$ cat src/rtl/lir_pkg.sv
package lir_pkg;
  localparam int NUM_SRC  = 5;
  localparam int NUM_CAPS = 4;

  localparam int SRC_TIMER = 0;
  localparam int SRC_PERF  = 1;
  localparam int SRC_DEBUG = 2;
  localparam int SRC_SW0   = 3;
  localparam int SRC_SW1   = 4;

  localparam int OFF_CTRL  = 0;
  localparam int OFF_PEND  = 1;
  localparam int OFF_MASK  = 2;
  localparam int OFF_SSET  = 3;
  localparam int OFF_SCLR  = 4;
  localparam int OFF_RSEL  = 5;
  localparam int OFF_MAP0  = 8;

  // both software sources share one capability flag
  function automatic int cap_group(input int src);
    return (src >= SRC_SW0) ? 3 : src;
  endfunction
endpackage

$ cat src/rtl/lir_decode.sv
module lir_decode #(
  parameter int NUM_CTX = 4,
  parameter int CTX_W   = 2,
  parameter int SEL_W   = 3,
  parameter int ADDR_W  = 6
) (
  input  logic [CTX_W-1:0]  req_ctx_i,
  input  logic [ADDR_W-1:0] addr_i,
  input  logic [SEL_W-1:0]  req_rsel_i,
  output logic [SEL_W-1:0]  tgt_o,
  output logic              tgt_ok_o,
  output logic              remote_o,
  output logic [ADDR_W-2:0] off_o
);
  always_comb begin
    remote_o = addr_i[ADDR_W-1];
    off_o    = addr_i[ADDR_W-2:0];
    tgt_o    = remote_o ? req_rsel_i : SEL_W'(req_ctx_i);
    tgt_ok_o = (int'(tgt_o) < NUM_CTX);
  end
endmodule

$ cat src/rtl/lir_ctx.sv
module lir_ctx
  import lir_pkg::*;
#(
  parameter int                PIN_W  = 3,
  parameter int                DATA_W = 32,
  parameter int                OFF_W  = 5,
  parameter logic [NUM_CAPS-1:0] CAPS = 4'b0101
) (
  input  logic                     clk,
  input  logic                     rst_n,
  input  logic [NUM_SRC-1:0]       src_i,
  input  logic                     wr_i,
  input  logic [OFF_W-1:0]         off_i,
  input  logic [DATA_W-1:0]        wdata_i,
  output logic                     mode_o,
  output logic [NUM_SRC-1:0]       pend_o,
  output logic [NUM_SRC-1:0]       mask_o,
  output logic [NUM_SRC-1:0]       men_o,
  output logic [NUM_SRC*PIN_W-1:0] mpin_o,
  output logic                     irq_o
);
  logic                     mode_q, mode_d;
  logic [NUM_SRC-1:0]       pend_q;
  logic [NUM_SRC-1:0]       mask_q, mask_d;
  logic [NUM_SRC-1:0]       men_q, men_d;
  logic [NUM_SRC*PIN_W-1:0] mpin_q, mpin_d;
  logic [NUM_SRC-1:0]       routable;
  logic                     cfg_en;

  always_comb begin
    for (int s = 0; s < NUM_SRC; s++) begin
      routable[s] = mode_q | CAPS[cap_group(s)];
    end
  end

  assign cfg_en = wr_i;

  always_comb begin
    mode_d = mode_q;
    mask_d = mask_q;
    men_d  = men_q;
    mpin_d = mpin_q;
    if (wr_i) begin
      if (off_i == OFF_W'(OFF_CTRL)) mode_d = wdata_i[0];
      if (off_i == OFF_W'(OFF_SSET)) mask_d = mask_q | wdata_i[NUM_SRC-1:0];
      if (off_i == OFF_W'(OFF_SCLR)) mask_d = mask_q & ~wdata_i[NUM_SRC-1:0];
      for (int s = 0; s < NUM_SRC; s++) begin
        if (off_i == OFF_W'(OFF_MAP0 + s) && routable[s]) begin
          men_d[s]                  = wdata_i[DATA_W-1];
          mpin_d[s*PIN_W +: PIN_W]  = wdata_i[PIN_W-1:0];
        end
      end
    end
  end

  always_ff @(posedge clk or negedge rst_n) begin
    if (!rst_n) pend_q <= '0;
    else        pend_q <= src_i;
  end

  always_ff @(posedge clk or negedge rst_n) begin
    if (!rst_n) begin
      mode_q <= 1'b0;
      mask_q <= '0;
      men_q  <= '0;
      mpin_q <= '0;
    end else if (cfg_en) begin
      mode_q <= mode_d;
      mask_q <= mask_d;
      men_q  <= men_d;
      mpin_q <= mpin_d;
    end
  end

  assign mode_o = mode_q;
  assign pend_o = pend_q;
  assign mask_o = mask_q;
  assign men_o  = men_q;
  assign mpin_o = mpin_q;
  assign irq_o  = |(pend_q & mask_q & men_q);

  p_pend_track_r1: assert property (@(posedge clk) disable iff (!rst_n)
    1'b1 |=> pend_q == $past(src_i));

  p_set_mask_r2: assert property (@(posedge clk) disable iff (!rst_n)
    (wr_i && off_i == OFF_W'(OFF_SSET)) |=>
      ((mask_q & $past(wdata_i[NUM_SRC-1:0])) == $past(wdata_i[NUM_SRC-1:0])));

  p_clr_mask_r3: assert property (@(posedge clk) disable iff (!rst_n)
    (wr_i && off_i == OFF_W'(OFF_SCLR)) |=>
      ((mask_q & $past(wdata_i[NUM_SRC-1:0])) == '0));

  p_irq_cause_r4: assert property (@(posedge clk) disable iff (!rst_n)
    irq_o |-> |(pend_q & mask_q));

  for (genvar g = 0; g < NUM_SRC; g++) begin : g_lock
    p_map_locked_r7: assert property (@(posedge clk) disable iff (!rst_n)
      (wr_i && off_i == OFF_W'(OFF_MAP0 + g) && !mode_q && !CAPS[cap_group(g)])
        |=> ($stable(men_q[g]) && $stable(mpin_q[g*PIN_W +: PIN_W])));
  end
endmodule

$ cat src/rtl/lir_top.sv
module lir_top
  import lir_pkg::*;
#(
  parameter int                  NUM_CTX    = 4,
  parameter int                  PIN_W      = 3,
  parameter int                  DATA_W     = 32,
  parameter int                  ADDR_W     = 6,
  parameter logic [NUM_CAPS-1:0] ROUTE_CAPS = 4'b0101,
  localparam int                 CTX_W      = (NUM_CTX > 1) ? $clog2(NUM_CTX) : 1,
  localparam int                 SEL_W      = CTX_W + 1
) (
  input  logic                       clk,
  input  logic                       rst_n,
  input  logic [NUM_CTX*NUM_SRC-1:0] src_i,
  input  logic                       bus_req_i,
  input  logic                       bus_we_i,
  input  logic [CTX_W-1:0]           bus_ctx_i,
  input  logic [ADDR_W-1:0]          bus_addr_i,
  input  logic [DATA_W-1:0]          bus_wdata_i,
  output logic [DATA_W-1:0]          bus_rdata_o,
  output logic [NUM_CTX-1:0]         irq_o
);
  localparam int OFF_W = ADDR_W - 1;

  logic rst_m_q, rst_s_q;
  always_ff @(posedge clk or negedge rst_n) begin
    if (!rst_n) begin
      rst_m_q <= 1'b0;
      rst_s_q <= 1'b0;
    end else begin
      rst_m_q <= 1'b1;
      rst_s_q <= rst_m_q;
    end
  end

  logic [SEL_W-1:0]         rsel_q [NUM_CTX];
  logic [SEL_W-1:0]         req_rsel;
  logic [SEL_W-1:0]         tgt;
  logic                     tgt_ok, remote;
  logic [OFF_W-1:0]         off;
  logic                     wr_any;
  logic                     req_ctx_ok;

  logic                     mode_a [NUM_CTX];
  logic [NUM_SRC-1:0]       pend_a [NUM_CTX];
  logic [NUM_SRC-1:0]       mask_a [NUM_CTX];
  logic [NUM_SRC-1:0]       men_a  [NUM_CTX];
  logic [NUM_SRC*PIN_W-1:0] mpin_a [NUM_CTX];

  assign req_ctx_ok = (int'(bus_ctx_i) < NUM_CTX);
  assign req_rsel   = req_ctx_ok ? rsel_q[bus_ctx_i] : '0;
  assign wr_any     = bus_req_i & bus_we_i;

  lir_decode #(
    .NUM_CTX(NUM_CTX), .CTX_W(CTX_W), .SEL_W(SEL_W), .ADDR_W(ADDR_W)
  ) u_decode (
    .req_ctx_i (bus_ctx_i),
    .addr_i    (bus_addr_i),
    .req_rsel_i(req_rsel),
    .tgt_o     (tgt),
    .tgt_ok_o  (tgt_ok),
    .remote_o  (remote),
    .off_o     (off)
  );

  for (genvar c = 0; c < NUM_CTX; c++) begin : g_ctx
    logic ctx_wr;
    logic rsel_wr;
    logic [SEL_W-1:0] rsel_d;

    assign ctx_wr  = wr_any & tgt_ok & (tgt == SEL_W'(c));
    assign rsel_wr = wr_any & ~remote & (off == OFF_W'(OFF_RSEL))
                     & (bus_ctx_i == CTX_W'(c));
    assign rsel_d  = bus_wdata_i[SEL_W-1:0];

    always_ff @(posedge clk or negedge rst_s_q) begin
      if (!rst_s_q)     rsel_q[c] <= '0;
      else if (rsel_wr) rsel_q[c] <= rsel_d;
    end

    lir_ctx #(
      .PIN_W(PIN_W), .DATA_W(DATA_W), .OFF_W(OFF_W), .CAPS(ROUTE_CAPS)
    ) u_ctx (
      .clk    (clk),
      .rst_n  (rst_s_q),
      .src_i  (src_i[c*NUM_SRC +: NUM_SRC]),
      .wr_i   (ctx_wr),
      .off_i  (off),
      .wdata_i(bus_wdata_i),
      .mode_o (mode_a[c]),
      .pend_o (pend_a[c]),
      .mask_o (mask_a[c]),
      .men_o  (men_a[c]),
      .mpin_o (mpin_a[c]),
      .irq_o  (irq_o[c])
    );
  end

  always_comb begin
    logic [CTX_W-1:0] t;
    bus_rdata_o = '0;
    t = tgt[CTX_W-1:0];
    if (bus_req_i && !bus_we_i && tgt_ok) begin
      if (off == OFF_W'(OFF_CTRL)) begin
        bus_rdata_o[0]          = mode_a[t];
        bus_rdata_o[NUM_CAPS:1] = ROUTE_CAPS;
      end
      if (off == OFF_W'(OFF_PEND)) bus_rdata_o[NUM_SRC-1:0] = pend_a[t];
      if (off == OFF_W'(OFF_MASK)) bus_rdata_o[NUM_SRC-1:0] = mask_a[t];
      if (off == OFF_W'(OFF_RSEL) && !remote) bus_rdata_o[SEL_W-1:0] = req_rsel;
      for (int s = 0; s < NUM_SRC; s++) begin
        if (off == OFF_W'(OFF_MAP0 + s)) begin
          bus_rdata_o[DATA_W-1]  = men_a[t][s];
          bus_rdata_o[PIN_W-1:0] = mpin_a[t][s*PIN_W +: PIN_W];
        end
      end
    end
  end

  p_oob_read_zero_r8: assert property (@(posedge clk) disable iff (!rst_s_q)
    (bus_req_i && !bus_we_i && !tgt_ok) |-> bus_rdata_o == '0);

  p_local_target_r5: assert property (@(posedge clk) disable iff (!rst_s_q)
    (bus_req_i && !bus_addr_i[ADDR_W-1]) |-> (tgt == SEL_W'(bus_ctx_i)));

  p_reset_quiet_r9: assert property (@(posedge clk)
    !rst_s_q |-> irq_o == '0);
endmodule

$ cat config.mk
export PLATFORM = sky130hd
export DESIGN_NAME = lir_top
export DESIGN_NICKNAME = d
export VERILOG_FILES = /design/src/rtl/lir_pkg.sv /design/src/rtl/lir_decode.sv /design/src/rtl/lir_ctx.sv /design/src/rtl/lir_top.sv
export SDC_FILE = /design/constraint.sdc
export NUM_CORES = 1
export LEC_CHECK = 0
export BUFFER_PORTS_ARGS = -buffer_cell sky130_fd_sc_hd__buf_4
export CAP_MARGIN = 40
export CORE_ASPECT_RATIO = 0.7
export CORE_MARGIN = 4
export CORE_UTILIZATION = 38
export CTS_CLUSTER_DIAMETER = 60
export DETAILED_ROUTE_END_ITERATION = 6
export GPL_TIMING_DRIVEN = 0
export SKIP_CTS_REPAIR_TIMING = 1
export SLEW_MARGIN = 15
export SYNTH_ARGS = -nofsm -noshare
export SYNTH_HDL_FRONTEND = slang
export SYNTH_SLANG_ARGS = --single-unit
$ cat constraint.sdc
create_clock -name clk -period 5.5 [get_ports clk]
set_input_delay 0.275 -clock clk [delete_from_list [all_inputs] [get_ports clk]]
set_output_delay 0.275 -clock clk [all_outputs]
set_load 0.02 [all_outputs]
==> impl_metrics.env, run 1 <==
export IMPL_clock_power_share_pct=45.7
export IMPL_max_freq_mhz=255
export IMPL_dpl_hpwl_mm=17.2
export IMPL_ys_flop_type="dfrtp_1"
export IMPL_leakagePower_nw=4.14
export IMPL_async_flop_share_pct=100
export IMPL_place_area_um2=8040
export IMPL_synth_edf_count=0
export IMPL_grt_pass1_vias=5748
export IMPL_hold_class="input port to asynchronous set/reset pin"
export IMPL_p_sw_mw=0.695
export IMPL_route_detailed_drc=0
export IMPL_p_comb_share_pct=10.9
export IMPL_num_vias=5919
export IMPL_grt_usage_pct=21.9
export IMPL_fin_skew_ns=0.00982
export IMPL_place_congestion=0.994
export IMPL_register_area_um2=3460
export IMPL_outcome="complete, no violations"
export IMPL_grt_pass1_wl_mm=35.3
export IMPL_multiInputGateArea_um2=3450
export IMPL_drv_cap=0
export IMPL_ios=100
export IMPL_final_nets=826
export IMPL_grt_overflow=0
export IMPL_clockBufferDepth=2
export IMPL_grtUsageMet1_pct=32.6
export IMPL_cp_max_fo=10
export IMPL_cts_reportedPaths_clkPinSlew_ns=0.07
export IMPL_ys_seq_area_share_pct=47.6
export IMPL_ant_nets=0
export IMPL_tritoncts="yes"
export IMPL_pwr_share_seq_pct=43.4
export IMPL_design_area_um2=8840
export IMPL_first_pass_iters=6
export IMPL_period_share_pct=71.3
export IMPL_syn_area_um2=7260
export IMPL_die_width_um=173
export IMPL_slew_viol_final=0
export IMPL_dpl_worst_slack_ns=2.07
export IMPL_rsz0062_at_grt="no"
export IMPL_relSlewSlack_pct=44.9
export IMPL_start_kind="flip-flop"
export IMPL_antennaDiodeCount=0
export IMPL_gr_max_usage_layer="met1"
export IMPL_fillers=1654
export IMPL_finalCriticalPeriod_ns=3.92
export IMPL_synthCells=650
export IMPL_yosys_register_bits=138
export IMPL_cts_sinks=138
export IMPL_grt_antenna_before_repair=0
export IMPL_worstMarginPinSlew_ns=0.825
export IMPL_h_tree_depth=4
export IMPL_syn2layout_area_growth_pct=21.7
export IMPL_start_util_pct=39.5
export IMPL_rows=41
export IMPL_die_area_um2=21400
export IMPL_grt_use_met2_pct=31.5
export IMPL_endpoint_kind="primary output"
export IMPL_cts_buffers=17
export IMPL_grtUsageMet3_pct=6.43
export IMPL_p_int_mw=1.81
export IMPL_setup_tns_ns=0
export IMPL_ys_warn_count=0
export IMPL_core_um2=18400
export IMPL_critPathArrivalTime_ns=3.65
export IMPL_via_per_inst=5.85
export IMPL_synth_distinct_cells=62
export IMPL_drive_above_1_share_pct=34.1
export IMPL_clockRootBuffer="clkbuf_16"
export IMPL_hold_viol=0
export IMPL_crit_type="flip-flop to primary output"
export IMPL_finalWorstSetupSlack_ns=1.58
export IMPL_setup_violations=0
export IMPL_cp_required_ns=5.22
export IMPL_drt_wl_total_mm=23.5
export IMPL_drt_initial_drc_count=751
export IMPL_powerDensity_nw_per_um2=283
export IMPL_ir_worst_vdd_mv=0.189
export IMPL_switching_share_pct=27.8
export IMPL_syn_area_per_cell_um2=11.2
export IMPL_dieHeight_um=124
export IMPL_port_buffers=42
export IMPL_power_mw=2.50
export IMPL_clock_insertion_delay_worst_skew_ns=0.43
export IMPL_routedWlPerCell_um=23.3
export IMPL_grt_max_degree=51
area by class of cell:
type / instances / area share (%)
sequential: 138 / 39.1
multi-input combinational: 462 / 39.0
timing repair buffer: 68 / 6.73
buffer: 71 / 5.04
clock buffer: 18 / 4.86
tap: 236 / 3.34
clock inverter: 14 / 1.74
inverter: 4 / 0.170
cells by family (layout without fill, tap and decap cells):
kind of cell / count (synthesis) / count (layout) / synth area share [%]
flops: 138 / 138 / 47.6
compound gates: 89 / 89 / 8.79
simple gates: 201 / 201 / 13.9
other cells: 2 / 27 / 0.103
buf+inv: 75 / 175 / 6.34
mux: 145 / 145 / 23.3
per-layer routing:
layer	up-vias	share of wire [%]
met5	-	0
met2	356	42
met4	0	1.7
li1	2557	-
met3	38	11
met1	2968	45
path summary, 6_finish.rpt:
check	start	endpoint	slack [ns]	cells after the start
min reg2reg	rst_s_q	g_ctx[1].u_ctx.pend_o[4]	0.31	0
max in group asynchronous	rst_s_q	g_ctx[3].u_ctx.mpin_o[1]	4.25	2
min in group clk	bus_wdata_i[4]	flip-flop	0.19	3
max	rsel_q[4]	bus_rdata_o[2]	1.58	9
min	rst_n	rst_s_q	0.16	2
max reg2reg	rsel_q[8]	flip-flop	2.76	6
cell usage in the layout (no fill, tap or decap), drive strengths merged, types with 4 or more instances in the layout:
cell type,synthesis,layout
dlygate4sd3,0,21
a31oi,11,11
nor2b,4,4
nand2,72,72
clkbuf,19,37
o21ai,16,16
mux2i,19,19
and3,16,16
o211ai,7,7
conb,2,27
o311ai,5,5
nor2,24,24
nand3,45,45
mux4,6,6
buf,52,99
a2111oi,7,7
a211oi,9,9
nor3,15,15
dfrtp,138,138
a21oi,10,10
mux2,120,120
and4,5,5
inv,4,13
power by group through the flow:
stage	clock network, mW	registers [mW]	logic, mW
after floorplan	0	1.10	0.157
after global placement	0	1.12	0.229
after detailed placement	0	1.11	0.253
after CTS	1.16	1.09	0.254
after global routing	1.20	1.09	0.291
final	1.15	1.09	0.272
stage by stage:
step                      utilization [%]  std cells  hold slack (ns)
final                                48.1       1011            0.158
after global routing                 48.1       1011            0.161
after CTS                            47.0        990           -0.396
after detailed placement             43.8        958           0.0594
after global placement               43.4        953           0.0576
after floorplan                         -        675          -0.0206
worst max-delay path, cell delays in order, from the launching register on:
cell and delay [ns]:
dfrtp_1 0.38, mux2_2 0.33, o21ai_1 0.20, clkbuf_1 0.52
and3_1 0.27, a2111oi_0 0.06, nor4_1 0.54, o311ai_0 0.30
a41oi_1 0.41, buf_4 0.21
synth_stat cells (all sizes together) (2+ instances only):
library cell / n / area, um2
a2111oi: 7 / 62.6
a211oi: 9 / 67.6
a21boi: 2 / 15.0
a21oi: 10 / 61.3
a22oi: 2 / 15.0
a311o: 2 / 20.0
a311oi: 2 / 17.5
a31oi: 11 / 68.8
a41oi: 2 / 17.5
and3: 16 / 100
and3b: 2 / 17.5
and4: 5 / 43.8
buf: 52 / 374
clkbuf: 19 / 71.3
conb: 2 / 7.51
dfrtp: 138 / 3450
inv: 4 / 15.0
mux2: 120 / 1360
mux2i: 19 / 190
mux4: 6 / 143
nand2: 72 / 273
nand2b: 3 / 18.8
nand3: 45 / 225
nand3b: 3 / 22.5
nand4: 3 / 18.8
nor2: 24 / 110
nor2b: 4 / 25.0
nor3: 15 / 85.1
nor3b: 3 / 22.5
o211a: 2 / 20.0
o211ai: 7 / 52.6
o21ai: 16 / 80.1
o22ai: 2 / 12.5
o311ai: 5 / 43.8
o31a: 3 / 26.3
or3: 2 / 17.5
Power figures use the tool's default switching activity.
==> inputs of run 2 (changes only) <==
==> constraint.sdc (replaced) <==
create_clock -name clk -period 3.95 [get_ports clk]
set_input_delay 0.1975 -clock clk [delete_from_list [all_inputs] [get_ports clk]]
set_output_delay 0.1975 -clock clk [all_outputs]
set_load 0.02 [all_outputs]
==> impl_metrics.env, run 2 (synthesis results as in run 1) <==
export IMPL_grt_max_degree=60
export IMPL_design_area_um2=8890
export IMPL_antennaDiodeCount=0
export IMPL_relSlewSlack_pct=43.0
export IMPL_powerDensity_nw_per_um2=411
export IMPL_final_cell_mix="dfrtp_1 (137), mux2_2 (117), buf_4 (78)"
export IMPL_leakagePower_nw=4.16
export IMPL_grt_pass1_wl_mm=35.6
export IMPL_grt_antenna_before_repair=0
export IMPL_slew_viol_final=0
export IMPL_cp_cell_sequence="mux2_4, nand2_1, clkbuf_1, and3_1, a2111oi_0, nor4_1, o311ai_0, a41oi_1, buf_4"
export IMPL_worstMarginPinSlew_ns=0.852
export IMPL_hold_viol=0
export IMPL_slowest_stage="clkbuf_1"
export IMPL_dpl_worst_slack_ns=0.641
export IMPL_switching_share_pct=26.1
export IMPL_place_congestion=0.994
export IMPL_start_util_pct=39.5
export IMPL_h_tree_depth=4
export IMPL_clock_insertion_delay_worst_skew_ns=0.43
export IMPL_fillers=1657
export IMPL_critical_path_top_delay_family="simple AND/OR/NAND/NOR gates"
export IMPL_cts_buffers=17
export IMPL_ios=100
export IMPL_p_int_mw=2.70
export IMPL_register_area_um2=3460
export IMPL_grt_pass1_vias=5848
export IMPL_endpoint_kind="primary output"
export IMPL_finalCriticalPeriod_ns=3.86
export IMPL_syn2layout_area_growth_pct=22.5
export IMPL_dieHeight_um=124
export IMPL_start_kind="flip-flop"
export IMPL_rsz0062_at_grt="no"
export IMPL_die_width_um=173
export IMPL_tritoncts="yes"
export IMPL_crit_type="flip-flop to primary output"
export IMPL_max_freq_mhz=259
export IMPL_critPathArrivalTime_ns=3.66
export IMPL_post_route_util_pct=48.4
export IMPL_power_mw=3.65
export IMPL_clockBufferDepth=2
export IMPL_setup_tns_ns=0
export IMPL_num_vias=5954
export IMPL_final_common_cell="dfrtp_1"
export IMPL_crit_reg2reg_launch="rsel_q[8]"
export IMPL_cp_required_ns=3.75
export IMPL_drt_wl_total_mm=23.8
export IMPL_drv_cap=0
export IMPL_clock_power_share_pct=48.1
export IMPL_dpl_hpwl_mm=17.4
export IMPL_multiInputGateArea_um2=3450
export IMPL_p_comb_share_pct=10.5
export IMPL_first_pass_iters=7
export IMPL_rows=41
export IMPL_ir_worst_vdd_mv=0.267
export IMPL_outcome="complete, no violations"
export IMPL_fin_skew_ns=0.0131
export IMPL_route_detailed_drc=0
export IMPL_port_buffers=42
export IMPL_place_area_um2=8040
export IMPL_routedWlPerCell_um=23.6
export IMPL_clockRootBuffer="clkbuf_16"
export IMPL_grt_overflow=0
export IMPL_ant_nets=0
export IMPL_slowest_delay_ns=0.58
export IMPL_cts_reportedPaths_clkPinSlew_ns=0.06
export IMPL_grt_usage_pct=22.1
export IMPL_pwr_share_seq_pct=41.4
export IMPL_period_share_pct=97.8
export IMPL_drive_above_1_share_pct=34.2
export IMPL_cts_sinks=138
export IMPL_core_um2=18400
export IMPL_setup_violations=0
export IMPL_die_area_um2=21400
export IMPL_cp_max_fo=10
export IMPL_path_buf_inv=2
export IMPL_r2r_cells=7
export IMPL_reg2reg_slack_ns=1.15
export IMPL_final_nets=826
export IMPL_hold_class="input port to asynchronous set/reset pin"
export IMPL_finalWorstSetupSlack_ns=0.0876
export IMPL_p_sw_mw=0.952
export IMPL_via_per_inst=5.89
export IMPL_drt_initial_drc_count=728
## run 2: changes by cell type in the layout (fill, tap and decap cells not counted), sizes merged
| cell | change |
|---|---|
| bufinv | +3 |
| inv | -2 |
| clkinv | -1 |
## run 2: worst max path at each step
stage	startpoint	endpoint	slack, ns	depth (start not counted)
CTS	rsel_q[1]	bus_rdata_o[2]	0.20	9
global placement	bus_ctx_i[0]	bus_rdata_o[31]	0.50	9
finish	rsel_q[10]	bus_rdata_o[2]	0.09	9
global route	rsel_q[10]	bus_rdata_o[2]	0.006	9
detailed placement	bus_ctx_i[0]	bus_rdata_o[2]	0.64	11
floorplan	rsel_q[1]	bus_rdata_o[31]	1.28	8
## run 2: layer usage
metal	up-vias	part of all wire, %	GRT usage, %
li1	2549	-	-
met1	2980	45	33.3
met2	364	42	30.8
met3	61	11	6.16
met4	0	2.2	7.08
met5	-	0	0
## run 2: worst register-to-register path, stage by stage (launching register included)
cell,delay (ns)
dfrtp_1,0.37
mux4_1,0.61
a21o_1,0.30
a21oi_4,0.25
nand2_2,0.16
nor2_1,0.55
nand2_1,0.15
mux2_2,0.30
## run 2: area by class of cell
class | count | area share (%)
clock buffer | 18 | 4.83
inverter | 4 | 0.169
buffer | 71 | 5.02
multi-input combinational | 462 | 38.8
timing repair buffer | 68 | 6.68
sequential | 138 | 38.9
tap | 236 | 3.32
clock inverter | 14 | 2.34
## run 2: per-stage QoR
step                cells  hold WS (ns)
floorplan             675       -0.0981
global route         1011        0.0985
global placement      953       -0.0200
CTS                   990        -0.462
finish               1011        0.0827
detailed placement    958       -0.0178
## run 2: power groups by stage
stage	sequential (mW)	clock, mW	combinational (mW)
final	1.51	1.76	0.382
after global routing	1.52	1.83	0.407
after CTS	1.51	1.77	0.357
after detailed placement	1.54	0	0.355
after global placement	1.56	0	0.319
after floorplan	1.53	0	0.218
==> inputs of run 3 (changes only) <==
--- a/config.mk
+++ b/config.mk
@@ -13,8 +13,10 @@
 export CTS_CLUSTER_DIAMETER = 60
 export DETAILED_ROUTE_END_ITERATION = 6
 export GPL_TIMING_DRIVEN = 0
+export SETUP_SLACK_MARGIN = 0.15
 export SKIP_CTS_REPAIR_TIMING = 1
 export SLEW_MARGIN = 15
 export SYNTH_ARGS = -nofsm -noshare
 export SYNTH_HDL_FRONTEND = slang
+export SYNTH_HIERARCHICAL = 1
 export SYNTH_SLANG_ARGS = --single-unit
==> impl_metrics.env, run 3 <==
export IMPL_cp_cell_sequence="mux4_2, mux2_2, buf_6, buf_2, mux4_2, mux2_2, a211oi_1, nor3_1, buf_4"
export IMPL_ant_nets=0
export IMPL_leakagePower_nw=4.09
export IMPL_cts_reportedPaths_clkPinSlew_ns=0.06
export IMPL_syn_area_um2=7170
export IMPL_synth_distinct_cells=49
export IMPL_critPathArrivalTime_ns=3.47
export IMPL_syn2layout_area_growth_pct=21.9
export IMPL_synthCells=516
export IMPL_path_buf_inv=3
export IMPL_cp_max_fo=10
export IMPL_via_per_inst=5.56
export IMPL_clock_insertion_delay_worst_skew_ns=0.42
export IMPL_clockRootBuffer="clkbuf_16"
export IMPL_max_freq_mhz=273
export IMPL_slowest_stage="mux4_2"
export IMPL_drive_above_1_share_pct=47.2
export IMPL_final_cell_mix="dfrtp_1 (137), mux2_2 (120), buf_4 (76)"
export IMPL_synth_edf_count=0
export IMPL_rows=41
export IMPL_dpl_worst_slack_ns=0.486
export IMPL_final_nets=689
export IMPL_finalWorstSetupSlack_ns=0.284
export IMPL_ios=100
export IMPL_critical_path_top_delay_family="multiplexers"
export IMPL_fin_skew_ns=0.00663
export IMPL_grt_pass1_wl_mm=29.4
export IMPL_crit_type="flip-flop to primary output"
export IMPL_cts_buffers=17
export IMPL_slowest_delay_ns=0.48
export IMPL_cp_required_ns=3.75
export IMPL_cts_sinks=138
export IMPL_yosysMostFrequentCell="dfrtp_1"
export IMPL_relSlewSlack_pct=57.6
export IMPL_dieHeight_um=123
export IMPL_drv_cap=0
export IMPL_die_width_um=172
export IMPL_yosysTopAreaCell="dfrtp_1"
export IMPL_ir_worst_vdd_mv=0.286
export IMPL_setup_tns_ns=0
export IMPL_grt_antenna_before_repair=0
export IMPL_final_common_cell="dfrtp_1"
export IMPL_grt_max_degree=62
export IMPL_rsz0062_at_grt="no"
export IMPL_ys_seq_area_share_pct=48.2
export IMPL_ys_warn_count=6
export IMPL_async_flop_share_pct=100
export IMPL_num_vias=4861
export IMPL_setup_violations=0
export IMPL_period_share_pct=92.8
export IMPL_grt_usage_pct=19.0
export IMPL_routedWlPerCell_um=22.6
export IMPL_hold_viol=0
export IMPL_grt_overflow=0
export IMPL_drt_initial_drc_count=430
export IMPL_first_pass_iters=7
export IMPL_grt_pass1_vias=4875
export IMPL_port_buffers=42
export IMPL_powerDensity_nw_per_um2=398
export IMPL_syn_area_per_cell_um2=13.9
export IMPL_slew_viol_final=0
export IMPL_core_um2=18300
export IMPL_h_tree_depth=4
export IMPL_worstMarginPinSlew_ns=0.634
export IMPL_ys_flop_type="dfrtp_1"
export IMPL_yosys_register_bits=138
export IMPL_start_util_pct=39.2
export IMPL_outcome="finished with violations"
export IMPL_synthTopCellsByArea="dfrtp_1 (48%), mux2_2 (19%), mux4_2 (10%)"
export IMPL_die_area_um2=21200
export IMPL_place_congestion=0.932
export IMPL_dpl_hpwl_mm=14.2
export IMPL_route_detailed_drc=24
export IMPL_synth_top_area_share_pct=48.2
export IMPL_yosys_top_cells_count="dfrtp_1 (138), mux2_2 (120), buf_4 (34), mux4_2 (32), nand2_1 (23)"
export IMPL_endpoint_kind="primary output"
export IMPL_finalCriticalPeriod_ns=3.67
export IMPL_failed_checks="DRC"
export IMPL_start_kind="flip-flop"
export IMPL_hold_class="input port to asynchronous set/reset pin"
export IMPL_startpoint="rsel_q[10]"
export IMPL_clockBufferDepth=2
export IMPL_crit_reg2reg_launch="rsel_q[10]"
export IMPL_drt_wl_total_mm=19.7
export IMPL_tritoncts="yes"
export IMPL_antennaDiodeCount=0
run 3: cell count changes in the layout (fill, tap and decap cells not counted), sizes merged, moves of 11 or more:
cell    before  now
mux4         6   34
o21ai       16    5
nand2       72   23
clkbuf      37   19
mux2i       19    3
nand3       45   18
o211ai       7   21
buf         99   88
nor3        15    3
run 3: worst register-to-register path, cell delays in order (launching register included):
cell      delay (ns)
dfrtp_1         0.39
mux4_2          0.48
mux2_2          0.30
buf_6           0.16
buf_2           0.27
buf_2           0.28
nor3b_1         0.28
and4bb_2        0.36
and4b_4         0.32
mux2_2          0.35
run 3: final timing paths:
path / endpoint / slack, ns / cells past startpoint
min in group clk: flip-flop / 0.20 / 3
worst min register to register: g_ctx[2].u_ctx/mpin_o[8] / 0.30 / 0
worst max-delay path: bus_rdata_o[2] / 0.28 / 9
max in group asynchronous: asynchronous set/reset pin / 2.68 / 2
worst min-delay path: rst_s_q / 0.08 / 2
worst max register to register: g_ctx[0].u_ctx/men_o[1] / 0.65 / 9
run 3: final cells by class:
| type | count | area (um2) |
|---|---|---|
| plain buffers | 45 | 337 |
| clock buffers | 18 | 439 |
| clock inverters | 14 | 161 |
| fillers | 1632 | 9530 |
| inverters | 2 | 7.51 |
| multi-input cells | 356 | 3460 |
| flip-flops and latches | 138 | 3460 |
| well taps | 236 | 295 |
| repair buffers | 65 | 573 |
run 3: metal layers:
layer  global-route usage, %  vias up  part of all wire, %
li1                        -     2154                    -
met1                    27.2     2512                   46
met2                    27.0      173                   43
met3                    6.87       22                  9.1
met4                    5.94        0                  1.6
met5                       0        -                    0
run 3: power by group:
group          leakage [nW]  switching [mW]  total (mW)  internal [mW]
Sequential             1.86          0.0499        1.51           1.46
Clock                 0.283           0.655        1.62          0.961
Combinational          1.94           0.183       0.343          0.160
run 3: kinds of logic after synthesis:
logic type | synth area share (%)
compound gates | 4.68
buf+inv | 4.80
other cells | 0.105
simple gates | 12.2
mux | 30.1
flops | 48.2
run 3: metrics by stage:
step	hold WS, ns	total power [mW]	utilization [%]	instance area (um2)	cells
2_1_floorplan	-0.0981	1.73	-	7260	541
5_1_grt	0.0750	3.59	47.8	8730	874
3_5_place_dp	-0.0195	1.86	43.4	7920	821
3_3_place_gp	-0.0198	1.85	43.1	7870	819
4_1_cts	-0.472	3.49	46.7	8520	853
6_report	0.0800	3.47	47.8	8730	874
